### src/rtl/ami_framer_pkg.sv
package ami_framer_pkg;
  typedef enum logic [1:0] {
    SYM_ZERO = 2'b00,
    SYM_POS  = 2'b01,
    SYM_RSV  = 2'b10,
    SYM_NEG  = 2'b11
  } ami_sym_e;

  typedef enum logic [1:0] {
    RX_IDLE  = 2'b00,
    RX_DATA  = 2'b01,
    RX_GUARD = 2'b10
  } rx_state_e;
endpackage

### src/rtl/ami_scrambler.sv
module ami_scrambler #(
  parameter int LEN   = 9,
  parameter int TAP   = 5,
  parameter bit DESCR = 1'b0
) (
  input  logic clk,
  input  logic rst,
  input  logic step,
  input  logic din,
  output logic dout
);
  logic [LEN-1:0] hist;
  logic           fb;

  // hist[0] holds the newest line bit, hist[k-1] the bit k steps ago
  assign dout = din ^ hist[TAP-1] ^ hist[LEN-1];

  generate
    if (DESCR) begin : g_descr
      assign fb = din;
    end else begin : g_scr
      assign fb = dout;
    end
  endgenerate

  always_ff @(posedge clk) begin
    if (rst) hist <= '0;
    else if (step) hist <= {hist[LEN-2:0], fb};
  end
endmodule

### src/rtl/ami_mark_mapper.sv
module ami_mark_mapper
  import ami_framer_pkg::*;
(
  input  logic       clk,
  input  logic       rst,
  input  logic       step,
  input  logic       bit_in,
  output logic [1:0] code
);
  logic prev_neg;

  always_comb begin
    if (!bit_in) code = SYM_ZERO;
    else if (prev_neg) code = SYM_POS;
    else code = SYM_NEG;
  end

  always_ff @(posedge clk) begin
    if (rst) prev_neg <= 1'b1;
    else if (step && bit_in) prev_neg <= ~prev_neg;
  end
endmodule

### src/rtl/ami_tx_burst.sv
module ami_tx_burst
  import ami_framer_pkg::*;
#(
  parameter int PAY_BITS = 36,
  parameter int SCR_LEN  = 9,
  parameter int SCR_TAP  = 5
) (
  input  logic                clk,
  input  logic                rst,
  input  logic                sym_en,
  input  logic                start,
  input  logic [PAY_BITS-1:0] payload,
  output logic                busy,
  output logic [1:0]          sym,
  output logic                sym_vld
);
  localparam int IDX_W = $clog2(PAY_BITS + 2);
  localparam logic [IDX_W-1:0] LAST_IDX = IDX_W'(PAY_BITS);

  logic [PAY_BITS-1:0] pay_q;
  logic [IDX_W-1:0]    idx;
  logic                first_q;
  logic                is_start, emit, scr_out, line_bit;
  logic [1:0]          code;

  assign is_start = (idx == '0);
  assign emit     = busy && sym_en && (idx <= LAST_IDX);
  assign line_bit = is_start ? 1'b1 : scr_out;

  ami_scrambler #(.LEN(SCR_LEN), .TAP(SCR_TAP), .DESCR(1'b0)) u_scr (
    .clk(clk), .rst(rst), .step(emit && !is_start),
    .din(pay_q[PAY_BITS-1]), .dout(scr_out)
  );

  ami_mark_mapper u_map (
    .clk(clk), .rst(rst), .step(emit), .bit_in(line_bit), .code(code)
  );

  always_ff @(posedge clk) begin
    if (rst) begin
      pay_q   <= '0;
      idx     <= '0;
      busy    <= 1'b0;
      sym     <= SYM_ZERO;
      sym_vld <= 1'b0;
      first_q <= 1'b0;
    end else begin
      sym_vld <= 1'b0;
      if (!busy) begin
        if (start) begin
          pay_q <= payload;
          idx   <= '0;
          busy  <= 1'b1;
        end
      end else if (sym_en) begin
        if (idx <= LAST_IDX) begin
          sym     <= code;
          sym_vld <= 1'b1;
          first_q <= is_start;
          idx     <= idx + 1'b1;
          if (!is_start) pay_q <= pay_q << 1;
        end else begin
          busy <= 1'b0;
          sym  <= SYM_ZERO;
        end
      end
    end
  end

  // the symbol sent first in a burst is always a pulse
  assert_start_mark_R1: assert property (@(posedge clk) disable iff (rst)
    (sym_vld && first_q) |-> (sym != SYM_ZERO));

  // reserved code never reaches the line
  assert_sym_legal_R4: assert property (@(posedge clk) disable iff (rst)
    sym != SYM_RSV);
endmodule

### src/rtl/ami_rx_burst.sv
module ami_rx_burst
  import ami_framer_pkg::*;
#(
  parameter int PAY_BITS   = 36,
  parameter int GUARD_SYMS = 6,
  parameter int SCR_LEN    = 9,
  parameter int SCR_TAP    = 5
) (
  input  logic                clk,
  input  logic                rst,
  input  logic                sym_en,
  input  logic                hold,
  input  logic [1:0]          sym,
  input  logic                bpv_clr,
  output logic [PAY_BITS-1:0] payload,
  output logic                valid,
  output logic                bpv,
  output logic                turn_ok
);
  localparam int CNT_MAX = (PAY_BITS > GUARD_SYMS) ? PAY_BITS : GUARD_SYMS;
  localparam int CNT_W   = $clog2(CNT_MAX + 2);
  localparam logic [CNT_W-1:0] LAST_PAY = CNT_W'(PAY_BITS - 1);
  localparam logic [CNT_W-1:0] LAST_GRD = CNT_W'(GUARD_SYMS - 1);

  rx_state_e             st;
  logic [CNT_W-1:0]      cnt;
  logic [PAY_BITS-2:0]   shreg;
  logic                  tick, is_mark, is_neg, watch, viol, dbit;
  logic                  seen_mark, last_neg;

  assign tick    = sym_en && !hold;
  assign is_mark = (sym == SYM_POS) || (sym == SYM_NEG);
  assign is_neg  = (sym == SYM_NEG);
  assign watch   = tick && is_mark && (st != RX_GUARD);
  assign viol    = watch && seen_mark && (is_neg == last_neg);

  ami_scrambler #(.LEN(SCR_LEN), .TAP(SCR_TAP), .DESCR(1'b1)) u_descr (
    .clk(clk), .rst(rst), .step(tick && (st == RX_DATA)),
    .din(is_mark), .dout(dbit)
  );

  always_ff @(posedge clk) begin
    if (rst) begin
      seen_mark <= 1'b0;
      last_neg  <= 1'b0;
      bpv       <= 1'b0;
    end else begin
      if (watch) begin
        seen_mark <= 1'b1;
        last_neg  <= is_neg;
      end
      if (bpv_clr) bpv <= 1'b0;
      if (viol) bpv <= 1'b1;
    end
  end

  always_ff @(posedge clk) begin
    if (rst) begin
      st      <= RX_IDLE;
      cnt     <= '0;
      shreg   <= '0;
      payload <= '0;
      valid   <= 1'b0;
      turn_ok <= 1'b0;
    end else begin
      valid   <= 1'b0;
      turn_ok <= 1'b0;
      if (tick) begin
        case (st)
          RX_IDLE: begin
            if (is_mark) begin
              st  <= RX_DATA;
              cnt <= '0;
            end
          end
          RX_DATA: begin
            shreg <= {shreg[PAY_BITS-3:0], dbit};
            if (cnt == LAST_PAY) begin
              payload <= {shreg, dbit};
              valid   <= 1'b1;
              st      <= RX_GUARD;
              cnt     <= '0;
            end else begin
              cnt <= cnt + 1'b1;
            end
          end
          RX_GUARD: begin
            if (cnt == LAST_GRD) begin
              turn_ok <= 1'b1;
              st      <= RX_IDLE;
              cnt     <= '0;
            end else begin
              cnt <= cnt + 1'b1;
            end
          end
          default: st <= RX_IDLE;
        endcase
      end
    end
  end

  // no receive progress while the local transmitter holds the line
  assert_hold_freeze_R6: assert property (@(posedge clk) disable iff (rst)
    hold |=> $stable(st));

  // the payload strobe lasts a single cycle
  assert_valid_single_R7: assert property (@(posedge clk) disable iff (rst)
    valid |=> !valid);

  // the violation flag only drops on request
  assert_bpv_sticky_R8: assert property (@(posedge clk) disable iff (rst)
    (bpv && !bpv_clr) |=> bpv);

  // turnaround is reported only on leaving the guard state
  assert_guard_turn_R9: assert property (@(posedge clk) disable iff (rst)
    turn_ok |-> (st == RX_IDLE && $past(st) == RX_GUARD));
endmodule

### src/rtl/ami_burst_framer.sv
module ami_burst_framer
  import ami_framer_pkg::*;
#(
  parameter int PAY_BITS   = 36,
  parameter int GUARD_SYMS = 6,
  parameter int SCR_LEN    = 9,
  parameter int SCR_TAP    = 5
) (
  input  logic                clk,
  input  logic                rst,
  input  logic                sym_en,
  input  logic                tx_start,
  input  logic [PAY_BITS-1:0] tx_payload,
  output logic                tx_busy,
  output logic [1:0]          tx_sym,
  output logic                tx_sym_vld,
  input  logic [1:0]          rx_sym,
  input  logic                bpv_clr,
  output logic [PAY_BITS-1:0] rx_payload,
  output logic                rx_valid,
  output logic                rx_bpv,
  output logic                turn_ok
);
  ami_tx_burst #(
    .PAY_BITS(PAY_BITS), .SCR_LEN(SCR_LEN), .SCR_TAP(SCR_TAP)
  ) u_tx (
    .clk(clk), .rst(rst), .sym_en(sym_en), .start(tx_start),
    .payload(tx_payload), .busy(tx_busy), .sym(tx_sym), .sym_vld(tx_sym_vld)
  );

  ami_rx_burst #(
    .PAY_BITS(PAY_BITS), .GUARD_SYMS(GUARD_SYMS),
    .SCR_LEN(SCR_LEN), .SCR_TAP(SCR_TAP)
  ) u_rx (
    .clk(clk), .rst(rst), .sym_en(sym_en), .hold(tx_busy), .sym(rx_sym),
    .bpv_clr(bpv_clr), .payload(rx_payload), .valid(rx_valid),
    .bpv(rx_bpv), .turn_ok(turn_ok)
  );
endmodule

### config.mk
export PLATFORM = sky130hd
export DESIGN_NAME = ami_burst_framer
export DESIGN_NICKNAME = d
export VERILOG_FILES = /design/src/rtl/ami_framer_pkg.sv /design/src/rtl/ami_scrambler.sv /design/src/rtl/ami_mark_mapper.sv /design/src/rtl/ami_tx_burst.sv /design/src/rtl/ami_rx_burst.sv /design/src/rtl/ami_burst_framer.sv
export SDC_FILE = /design/constraint.sdc
export NUM_CORES = 1
export LEC_CHECK = 0
export BUFFER_PORTS_ARGS = -buffer_cell sky130_fd_sc_hd__clkbuf_2
export CORE_ASPECT_RATIO = 1.25
export CORE_MARGIN = 5
export CORE_UTILIZATION = 40
export DETAILED_ROUTE_END_ITERATION = 16
export PLACE_DENSITY = 0.56
export SLEW_MARGIN = 20
export SYNTH_ARGS = -nofsm -noshare
export SYNTH_HDL_FRONTEND = slang
export SYNTH_SLANG_ARGS = --single-unit
export TNS_END_PERCENT = 30
### constraint.sdc
create_clock -name clk -period 2.3 [get_ports clk]
set_input_delay 0.46 -clock clk [delete_from_list [all_inputs] [get_ports clk]]
set_output_delay 0.46 -clock clk [all_outputs]
set_load 0.1 [all_outputs]
==> results.json <==
{
  "cts_sinks": 149,
  "yosysMostFrequentCell": "nand2_1",
  "max-vdd-ir-drop_v": 0.000584,
  "die_w_um": 121,
  "worstSetupStartpointType": "flip-flop",
  "core_um2": 15100,
  "drt-total-wl_mm": 13.8,
  "syn-num-nets": 753,
  "drive_gt1_share_pct": 18.7,
  "cts_root_buffer": "clkbuf_16",
  "cts_buffer_depth": 2,
  "die_area_um2": 18100,
  "muxShareOfSynthArea_pct": 7.44,
  "synth_edf_count": 0,
  "hold_viol_final": 0,
  "yosys-top-cells-area": "dfxtp_1 (48%), nand2_1 (11%), mux2i_1 (7.4%)",
  "ys_seq_area_share_pct": 48.2,
  "rsz0062_at_grt": "false",
  "holdCritPathClass": "in -> reg",
  "fin_skew_ps": 8.41,
  "synthFlopType": "dfxtp_1",
  "antenna_found_initial": 0,
  "synth_top_family_by_area": "compound AO/OA/AOI/OAI gates",
  "maxCapViolations": 0,
  "drt_first_pass_iters": 4,
  "slew_headroom_pct": 60.3,
  "setup-violations-final": 0,
  "powerDensity_nw_per_um2": 826,
  "drt_iter0_markers": 312,
  "post-route-period-util_pct": 82.4,
  "ys_seq_elements": 149,
  "cts_max_level": 4,
  "post_drt_wl_per_cell_um": 14.0,
  "diodes": 0,
  "nets": 813,
  "netlist.area_leader.share_pct": 48.2,
  "tns_ps": 0,
  "crit_family": "simple AND/OR/NAND/NOR gates",
  "yosys-top-cells-count": "nand2_1 (185), dfxtp_1 (149), a21oi_1 (85), mux2i_1 (46), a211oi_1 (40)",
  "critPathRequiredTime_ps": 2650,
  "area_growth_pct": 20.7,
  "synth_compound_area_share_pct": 19.2,
  "cts_resized": 0,
  "drtAntennaViolNets": 0,
  "avgSynthCellArea_um2": 8.82,
  "dp_hpwl_mm": 8.99,
  "min_period_ps": 1900,
  "yosys.area.top_type": "dfxtp_1",
  "drt-vias-per-instance": 5.19,
  "pin_count": 86,
  "grt_usage_pct": 15.6,
  "cp.arrival_ps": 2240,
  "synth-simple-area-share_pct": 17.1,
  "vias": 5095,
  "port_buffers": 85,
  "die_h_um": 149,
  "route.detailed.drc": 0,
  "p_leak_nw": 2.67,
  "initial_core_util_pct": 41.0,
  "grt_pass1_wl_mm": 23.0,
  "worst_pin_slew_ps": 596,
  "holdBufCountCts": 0,
  "post-cts-setup-buffers": 0,
  "worst-setup-path-type": "reg -> reg",
  "overflow": 0,
  "syn_area_um2": 6180,
  "yosysWarningCount": 0,
  "cpMaxStageDelayCell": "nor3_4",
  "hold-worst-slack_ps": 308,
  "synth-adder-area-share_pct": 1.82,
  "rows": 50,
  "path_max_fanout": 13,
  "syn_inst": 701,
  "clk_latency_ps": 420,
  "path_cells": "inv_1 -> ha_1 -> nor2b_4 -> o31a_4 -> nor3_4 -> mux2i_1",
  "path_clk_slew_ps": 60,
  "max_freq_ghz": 0.528,
  "final_max_slew_viol_count": 0,
  "grt_pass1_vias": 5065,
  "synthXorXnorAreaFrac_pct": 1.66,
  "cp_num_buf_inv": 1,
  "cp-end-kind": "flip-flop",
  "crit_path_max_incr_delay_ps": 470,
  "status": "complete, no violations",
  "tritoncts.num_buffers": 17,
  "yosysUniqueCellTypes": 52,
  "tritoncts": "built",
  "async_flop_share_pct": 0,
  "place_congestion": 0.791,
  "grt_max_degree": 99
}
[logic make-up after synthesis]
family	after synthesis
AOI/OAI and AO/OA	176
xor gates and xnor gates	10
adders and majority gates	9
buffers and inverters	68
DFF	149
muxes	46
and+or+nand+nor	243
[metrics by stage]
| step | power, mW | setup WS, ps | utilization (%) | area [um2] | instances |
|---|---|---|---|---|---|
| 6_report | 6.17 | 404 | 49.5 | 7460 | 982 |
| 5_1_grt | 6.41 | 203 | 49.5 | 7460 | 982 |
| 4_1_cts | 6.25 | 385 | 49.5 | 7460 | 982 |
| 3_5_place_dp | 3.22 | 397 | 45.2 | 6810 | 950 |
| 3_3_place_gp | 3.20 | 483 | 45.2 | 6810 | 950 |
| 2_1_floorplan | 3.08 | 28.8 | - | 6180 | 701 |
[final timing paths]
kind               startpoint                  to  slack [ps]  cells after the start
hold / removal      rx_sym[1]       u_rx.last_neg         310                      3
setup / recovery  u_tx.idx[0]  u_tx.u_scr.hist[2]         400                      6
hold reg to reg   u_tx.sym[1]         u_tx.sym[1]         450                      2
setup reg to reg  u_tx.idx[0]  u_tx.u_scr.hist[2]         400                      6
[layer usage]
layer  share of wire (%)  global-route usage, %  up-vias
met5                   0                      0        -
met4                 1.6                   5.77        0
met3                 3.9                   3.87       17
met2                  51                   28.3       91
met1                  44                   17.4     2394
li1                    -                      -     2593
[tightest hold or removal path, delay by kind of cell]
kind                   cells  cell delay, ps
buffers and inverters      1              90
AND/OR/NAND/NOR            1              80
multiplexers               1              60
[sequential cells by signal, summed over array words and instances (netlist names), 2 cells and up]
name               count
u_tx.sym               2
u_rx.st                2
u_rx.shreg            35
u_rx.u_descr.hist      9
u_rx.cnt               6
u_tx.pay_q            36
u_tx.idx               6
u_tx.u_scr.hist        9
u_rx.payload          36
[layout make-up]
cell class                      instances  area (um2)
Clock buffer                           20         467
Clock inverter                         12         185
Fill cell                            1453        7610
Inverter                                9        33.8
Multi-Input combinational cell        484        2930
Sequential cell                       149        2980
Tap cell                              208         260
Timing Repair Buffer                  100         603
[layout by cell type (no fill, tap or decap), types with 2 or more instances in the layout]
cell,Yosys,final
nor4_1,4,4
inv_1,8,8
nand3b_1,2,2
buf_4,0,11
and3_1,2,2
nor2b_1,3,2
a21oi_1,85,85
a31o_2,2,2
nand2b_1,3,3
clkbuf_8,0,3
ha_1,9,9
buf_12,0,5
a211oi_1,40,40
a311oi_1,35,35
clkbuf_16,0,17
o31ai_1,2,2
xnor2_1,7,7
nor3_1,9,9
xor2_1,2,2
clkbuf_2,1,84
or4_1,2,2
inv_6,0,6
bufinv_16,0,4
dfxtp_1,149,148
nand4_1,2,2
nand3_1,5,5
mux2i_1,46,46
o31ai_4,1,2
nor2_1,14,14
nand2_1,185,185
and3b_1,2,2
[report_power, final]
part / switching [mW] / internal (mW) / total [mW]
clock: 1.09 / 1.92 / 3.01
combinational: 0.280 / 0.183 / 0.463
sequential: 0.0445 / 2.65 / 2.70
No activity file was read; power rests on OpenSTA's default activity.
